<file path="config.mk">
export PLATFORM = sky130hd
export DESIGN_NAME = cmt_channel
export DESIGN_NICKNAME = d
export VERILOG_FILES = /design/src/rtl/cmt_pkg.sv /design/src/rtl/cmt_prescaler.sv /design/src/rtl/cmt_counter.sv /design/src/rtl/cmt_irq.sv /design/src/rtl/cmt_channel.sv
export SDC_FILE = /design/constraint.sdc
export NUM_CORES = 1
export LEC_CHECK = 0
export BUFFER_PORTS_ARGS = -buffer_cell sky130_fd_sc_hd__buf_2
export CORE_AREA = 4 4 203 205
export DETAILED_ROUTE_END_ITERATION = 10
export DIE_AREA = 0 0 207 209
export PLACE_DENSITY = 0.43
export RECOVER_POWER = 100
export SYNTH_ARGS = -nofsm -noshare
export SYNTH_HDL_FRONTEND = slang
export SYNTH_SLANG_ARGS = --single-unit
</file>
<file path="constraint.sdc">
create_clock -name clk_i -period 3.68 [get_ports clk_i]
set_input_delay 0.92 -clock clk_i [delete_from_list [all_inputs] [get_ports clk_i]]
set_output_delay 0.92 -clock clk_i [all_outputs]
set_load 0.02 [all_outputs]
</file>
<file path="src/rtl/cmt_pkg.sv">
package cmt_pkg;
  localparam int unsigned ADDR_W = 3;

  localparam logic [ADDR_W-1:0] OFS_CNT  = 3'd0;
  localparam logic [ADDR_W-1:0] OFS_CMP  = 3'd1;
  localparam logic [ADDR_W-1:0] OFS_EN   = 3'd2;
  localparam logic [ADDR_W-1:0] OFS_CTRL = 3'd3;
  localparam logic [ADDR_W-1:0] OFS_STAT = 3'd4;
  localparam logic [ADDR_W-1:0] OFS_DIV  = 3'd5;

  localparam int unsigned CTRL_W = 4;

  // bit 3 nmi select, bit 2 mode, bit 1 auto-reload, bit 0 interrupt enable
  typedef struct packed {
    logic nmi_sel;
    logic mode;
    logic auto_rl;
    logic ie;
  } ctrl_t;
endpackage

</file>
<file path="src/rtl/cmt_prescaler.sv">
module cmt_prescaler #(
  parameter int unsigned DIV_W = 32
) (
  input  logic             clk_i,
  input  logic             rst_i,
  input  logic             step_i,
  input  logic [DIV_W-1:0] div_i,
  output logic             adv_o
);
  logic [DIV_W-1:0] pre_q;

  assign adv_o = step_i && (pre_q == div_i);

  always_ff @(posedge clk_i) begin
    if (rst_i) begin
      pre_q <= '0;
    end else if (!step_i || adv_o) begin
      pre_q <= '0;
    end else begin
      pre_q <= pre_q + DIV_W'(1);
    end
  end
endmodule

</file>
<file path="src/rtl/cmt_counter.sv">
module cmt_counter #(
  parameter int unsigned CNT_W = 32
) (
  input  logic             clk_i,
  input  logic             rst_i,
  input  logic             wr_cnt_i,
  input  logic             wr_cmp_i,
  input  logic [CNT_W-1:0] wdata_i,
  input  logic             adv_i,
  input  logic             auto_rl_i,
  output logic [CNT_W-1:0] cnt_o,
  output logic [CNT_W-1:0] cmp_o,
  output logic             hit_o,
  output logic             match_o,
  output logic             both_zero_o
);
  logic [CNT_W-1:0] cnt_q, cmp_q, cnt_inc;

  assign cnt_inc     = cnt_q + CNT_W'(1);
  assign hit_o       = adv_i && !wr_cnt_i && (cnt_inc == cmp_q);
  assign match_o     = (cnt_q == cmp_q);
  assign both_zero_o = (cnt_q == '0) && (cmp_q == '0);
  assign cnt_o       = cnt_q;
  assign cmp_o       = cmp_q;

  always_ff @(posedge clk_i) begin
    if (rst_i) begin
      cnt_q <= '0;
      cmp_q <= '0;
    end else begin
      if (wr_cmp_i) cmp_q <= wdata_i;
      if (wr_cnt_i) begin
        cnt_q <= wdata_i;
      end else if (adv_i) begin
        cnt_q <= (hit_o && auto_rl_i) ? '0 : cnt_inc;
      end
    end
  end
endmodule

</file>
<file path="src/rtl/cmt_irq.sv">
module cmt_irq
  import cmt_pkg::*;
(
  input  logic  clk_i,
  input  logic  rst_i,
  input  logic  tmo_i,
  input  logic  wr_stat_i,
  input  logic  stat_bit_i,
  input  logic  wr_ctrl_i,
  input  ctrl_t ctrl_new_i,
  input  ctrl_t ctrl_q_i,
  input  logic  match_i,
  output logic  status_o,
  output logic  irq_o,
  output logic  nmi_o
);
  logic status_q, irq_q, nmi_q;
  logic sw_set, clr_ok, ie_rise, raise, route_nmi;

  assign sw_set  = wr_stat_i && stat_bit_i;
  assign clr_ok  = wr_stat_i && !stat_bit_i && (ctrl_q_i.mode || !match_i) && !tmo_i;
  assign ie_rise = wr_ctrl_i && ctrl_new_i.ie && !ctrl_q_i.ie && !ctrl_new_i.mode && status_q;
  assign raise   = ((tmo_i || sw_set) && ctrl_q_i.ie) || ie_rise;
  assign route_nmi = wr_ctrl_i ? ctrl_new_i.nmi_sel : ctrl_q_i.nmi_sel;

  always_ff @(posedge clk_i) begin
    if (rst_i) begin
      status_q <= 1'b0;
      irq_q    <= 1'b0;
      nmi_q    <= 1'b0;
    end else begin
      if (tmo_i || sw_set) begin
        status_q <= 1'b1;
      end else if (clr_ok) begin
        status_q <= 1'b0;
      end
      if (raise) begin
        irq_q <= !route_nmi;
        nmi_q <= route_nmi;
      end else if (clr_ok) begin
        irq_q <= 1'b0;
        nmi_q <= 1'b0;
      end
    end
  end

  assign status_o = status_q;
  assign irq_o    = irq_q;
  assign nmi_o    = nmi_q;
endmodule

</file>
<file path="src/rtl/cmt_channel.sv">
module cmt_channel
  import cmt_pkg::*;
#(
  parameter int unsigned DATA_W = 32
) (
  input  logic              clk_i,
  input  logic              rst_i,
  input  logic              wr_i,
  input  logic              rd_i,
  input  logic [ADDR_W-1:0] addr_i,
  input  logic [DATA_W-1:0] wdata_i,
  output logic [DATA_W-1:0] rdata_o,
  output logic              rd_valid_o,
  output logic              irq_o,
  output logic              nmi_o
);
  localparam int unsigned PAD_CTRL = DATA_W - CTRL_W;
  localparam int unsigned PAD_BIT  = DATA_W - 1;

  logic wr_cnt, wr_cmp, wr_en, wr_ctrl, wr_stat, wr_div;
  logic en_q, start, imm_tmo, stop_sw, step, adv, hit, match, both_zero, tmo;
  logic status_w;
  ctrl_t ctrl_q, ctrl_new;
  logic [DATA_W-1:0] div_q, cnt_w, cmp_w, rdata_q;
  logic rd_valid_q;

  assign wr_cnt  = wr_i && (addr_i == OFS_CNT);
  assign wr_cmp  = wr_i && (addr_i == OFS_CMP);
  assign wr_en   = wr_i && (addr_i == OFS_EN);
  assign wr_ctrl = wr_i && (addr_i == OFS_CTRL);
  assign wr_stat = wr_i && (addr_i == OFS_STAT);
  assign wr_div  = wr_i && (addr_i == OFS_DIV);
  assign ctrl_new = ctrl_t'(wdata_i[CTRL_W-1:0]);

  assign imm_tmo = wr_en && wdata_i[0] && !en_q && both_zero;
  assign start   = wr_en && wdata_i[0] && !en_q && !both_zero;
  assign stop_sw = wr_en && !wdata_i[0];
  assign step    = (en_q && !stop_sw) || start;
  assign tmo     = hit || imm_tmo;

  cmt_prescaler #(.DIV_W(DATA_W)) i_pre (
    .clk_i (clk_i),
    .rst_i (rst_i),
    .step_i(step),
    .div_i (div_q),
    .adv_o (adv)
  );

  cmt_counter #(.CNT_W(DATA_W)) i_cnt (
    .clk_i      (clk_i),
    .rst_i      (rst_i),
    .wr_cnt_i   (wr_cnt),
    .wr_cmp_i   (wr_cmp),
    .wdata_i    (wdata_i),
    .adv_i      (adv),
    .auto_rl_i  (ctrl_q.auto_rl),
    .cnt_o      (cnt_w),
    .cmp_o      (cmp_w),
    .hit_o      (hit),
    .match_o    (match),
    .both_zero_o(both_zero)
  );

  cmt_irq i_irq (
    .clk_i     (clk_i),
    .rst_i     (rst_i),
    .tmo_i     (tmo),
    .wr_stat_i (wr_stat),
    .stat_bit_i(wdata_i[0]),
    .wr_ctrl_i (wr_ctrl),
    .ctrl_new_i(ctrl_new),
    .ctrl_q_i  (ctrl_q),
    .match_i   (match),
    .status_o  (status_w),
    .irq_o     (irq_o),
    .nmi_o     (nmi_o)
  );

  always_ff @(posedge clk_i) begin
    if (rst_i) begin
      en_q   <= 1'b0;
      ctrl_q <= '0;
      div_q  <= '0;
    end else begin
      if (wr_ctrl) ctrl_q <= ctrl_new;
      if (wr_div)  div_q  <= wdata_i;
      if (stop_sw || (hit && !ctrl_q.auto_rl)) begin
        en_q <= 1'b0;
      end else if (start) begin
        en_q <= 1'b1;
      end
    end
  end

  always_ff @(posedge clk_i) begin
    if (rst_i) begin
      rdata_q    <= '0;
      rd_valid_q <= 1'b0;
    end else begin
      rd_valid_q <= rd_i;
      if (rd_i) begin
        case (addr_i)
          OFS_CNT:  rdata_q <= cnt_w;
          OFS_CMP:  rdata_q <= cmp_w;
          OFS_EN:   rdata_q <= {{PAD_BIT{1'b0}}, en_q};
          OFS_CTRL: rdata_q <= {{PAD_CTRL{1'b0}}, ctrl_q};
          OFS_STAT: rdata_q <= {{PAD_BIT{1'b0}}, status_w};
          OFS_DIV:  rdata_q <= div_q;
          default:  rdata_q <= '0;
        endcase
      end
    end
  end

  assign rdata_o    = rdata_q;
  assign rd_valid_o = rd_valid_q;
endmodule

</file>
==> summary.md <==
| Metric | Value |
|---|---|
| Clock Sinks | `169` |
| Core area | `39500 um2` |
| Crit Path Class | `reg2reg` |
| Synthesized cell area | `9770 um2` |
| # H-tree levels | `4` |
| Worst vdd ir | `0.211 mV` |
| Worst hold path type | `reg2reg` |
| Share of cells above drive strength 1 | `10.2%` |
| Critical path, cell by cell | `ha_2, nand4_1, or4_1, xor2_1, o21ai_0, a2111oi_2, nand4_2, buf_4, o211ai_1, a21oi_1` |
| Hold_sp | `i_pre.pre_q[0]` |
| Fmax | `297 MHz` |
| Global-route wire length before repair | `60000 um` |
| Tot GR Track Use | `17.8%` |
| Period utilisation layout | `91.6%` |
| Starting Density | `24.8%` |
| Clock period minus worst slack | `3.37 ns` |
| Maximum number of pins on one net before global-route repair | `114` |
| IO Pins | `74` |
| Initial DRC count | `892` |
| Post-Syn Nets | `1320` |
| Lkg Pwr | `3.88 nW` |
| Most common cell in the synthesized netlist | `nand2_1` |
| Final number of setup-violating endpoints | `0` |
| DP Worst Slack | `0.0885 ns` |
| Antenna Cells | `0` |
| Crit path launch | `i_cnt.cnt_o[0]` |
| CTS root buf | `clkbuf_16` |
| Antenna violations before repair | `0` |
| Final slew viol count | `39` |
| Die area | `43300 um2` |
| Top cells by area, synth | `dfxtp_1 35%, nand2_1 7.3%, a21oi_1 7.1%, xnor2_1 5.6%, xor2_1 4.2%` |
| Reg area | `3380 um2` |
| #FFs+latches synth | `169` |
| Arr. time, crit path | `3.69 ns` |
| Synth cell types | `66` |
| TritonCTS clock tree | `yes` |
| Worst Max-Slew Pin Slew | `1.99 ns` |
| EDFF count, synth | `0` |
| Synth Warn # | `0` |
| Setup TNS after final layout | `0 ns` |
| Worst slew margin | `-32.4%` |
| R2R Path Start | `i_cnt.cnt_o[0]` |
| Unrepaired setup endpoints after global routing | `no` |
| Worst Setup Start Kind | `flip-flop` |
| Pwr dens | `369 nW/um2` |
| Crit-path slowest cell | `or4_1` |
| Hold Vio Cnt, Final | `0` |
| Drt wl/cell | `21.2 um` |
| DR DRC count | `0` |
| Mean Syn Cell Area | `7.64 um2` |
| Cell Rows | `73` |
| WL final | `39300 um` |
| Top cells by count, synth | `191 x nand2_1, 169 x dfxtp_1, 138 x a21oi_1` |
| Synth Instances | `1278` |
| Placer congestion estimate | `0.932` |
| Area growth from synthesis to layout | `15.4%` |
| Area of the multi-input gates | `5930 um2` |
| Max-cap violations | `1` |
| Die span in x | `207 um` |
| Clock Skew | `0.0149 ns` |
| DP HPWL | `28800 um` |
| Max incr delay on CP | `0.66 ns` |
| Die Ht | `209 um` |
| Post-synth top area share | `34.6%` |
| Vias in the first global route | `9302` |
| Filler cell count | `4332` |
| Synth async-reset ratio | `0%` |
| Cell family with most CP delay | `simple AND/OR/NAND/NOR gates` |
| Via-to-Cell Ratio | `5.11` |
| Port bufs | `73` |
| Drt pass-1 iters | `5` |
| Clk Latency, worst-skew pair | `0.46 ns` |
| Via count | `9465` |
| Crit path buf inv count | `1` |
| GRT overflow | `0` |
| Post-synth top flop | `dfxtp_1` |
| CTS buffer count | `17` |
| Violated checks | `max-capacitance violations, max-slew violations` |
| Clock slew at reported path FFs | `0.07 ns` |
| Status | `complete, but fails checks` |
| Crit-path max FO | `31` |
| Fin nets | `1359` |
| Cell accounting for the most synthesized area | `dfxtp_1` |
| Sequential area share after synthesis | `34.6%` |
| Post-route ant nets | `0` |
| CTS Buffer Depth | `2` |
| Final WS setup | `0.308 ns` |
| Critical Path RT | `4.00 ns` |
| Worst setup EP type | `flip-flop` |
==> cells by family (layout without fill, tap and decap cells) <==
| kind of cell | count (synthesis) | count (layout) | share of synthesized area (%) |
|---|---|---|---|
| flops | 169 | 169 | 34.6 |
| xor+xnor | 110 | 110 | 9.94 |
| simple gates | 559 | 559 | 28.6 |
| fa+ha+maj | 3 | 3 | 0.384 |
| compound gates | 281 | 281 | 17.5 |
| buf+inv | 117 | 165 | 4.91 |
| mux | 39 | 39 | 4.01 |
==> per-layer routing <==
layer  up-vias  share of wire [%]  GRT usage, %
li1       4582                  -             -
met1      4565                 47          25.2
met2       276                 45          28.5
met3        42                5.2          2.54
met4         0                1.8          4.99
met5         -                  0             0
==> worst reg2reg max path, stage by stage, from the launching register on <==
cell	delay, ns
dfxtp_1	0.50
ha_2	0.32
nand4_1	0.26
or4_1	0.66
xor2_1	0.19
o21ai_0	0.13
a2111oi_2	0.39
nand4_2	0.15
buf_4	0.28
o211ai_1	0.27
a21oi_1	0.09
==> layout by cell type (no fill, tap or decap), types with 11 or more instances in the layout <==
| cell | Yosys | final |
|---|---|---|
| buf_4 | 0 | 44 |
| nor3_1 | 27 | 26 |
| inv_1 | 11 | 11 |
| clkbuf_1 | 74 | 41 |
| nand4_1 | 33 | 33 |
| and3_1 | 30 | 30 |
| o22ai_1 | 13 | 13 |
| a22oi_1 | 34 | 34 |
| o221ai_1 | 17 | 17 |
| clkbuf_16 | 0 | 17 |
| nor2b_1 | 38 | 36 |
| nor2_1 | 104 | 102 |
| o21ai_0 | 38 | 38 |
| nand2_1 | 191 | 191 |
| nor4_1 | 31 | 31 |
| xnor2_1 | 62 | 62 |
| xor2_1 | 47 | 47 |
| buf_2 | 26 | 36 |
| mux2i_1 | 38 | 38 |
| and2_1 | 21 | 20 |
| a21oi_1 | 138 | 138 |
| dfxtp_1 | 169 | 169 |
| nand3_1 | 35 | 35 |
==> state kept, by name (all words and copies together) (netlist names) <==
| register | cells |
|---|---|
| i_pre.pre_q | 32 |
| i_irq.status_o | 1 |
| i_irq.irq_o | 1 |
| en_q | 1 |
| i_cnt.cnt_o | 32 |
| rdata_o | 32 |
| rd_valid_o | 1 |
| ctrl_q | 4 |
| div_q | 32 |
| i_irq.nmi_o | 1 |
| i_cnt.cmp_o | 32 |
==> cell type report <==
class	count	share of cell area, %
timing repair buffer	126	6.26
multi-input combinational	992	52.6
inverter	11	0.366
clock inverter	8	0.888
clock buffer	20	4.05
tap	525	5.83
sequential	169	30.0
==> metrics by stage <==
step / hold slack (ns) / power (W) / cells / util, % / cell area [um2]
2_1_floorplan: 0.441 / 0.00219 / 1278 / - / 9770
3_3_place_gp: 0.452 / 0.00238 / 1821 / 27.3 / 10800
3_5_place_dp: 0.460 / 0.00238 / 1821 / 27.3 / 10800
4_1_cts: 0.476 / 0.00421 / 1849 / 28.7 / 11300
5_1_grt: 0.499 / 0.00431 / 1851 / 28.6 / 11300
6_report: 0.473 / 0.00416 / 1851 / 28.6 / 11300
==> power by group <==
group          switching (W)  internal (W)
clock               0.000810       0.00102
sequential         0.0000441       0.00186
combinational       0.000288      0.000146
total                0.00114       0.00302
==> final timing paths <==
check	end	cells after the start	slack, ns
setup / recovery	i_cnt.cnt_o[1]	10	0.31
setup reg to reg	i_cnt.cnt_o[1]	10	0.31
hold / removal	i_pre.pre_q[0]	1	0.47
hold reg to reg	i_pre.pre_q[0]	1	0.47
==> timing repair <==
action / CTS / global route
buffers inserted: 0 / 2
gates resized for setup: 0 / 2
setup endpoints to repair: 0 / 3
hold buffers: 0 / 0
Power figures use the tool's default switching activity.
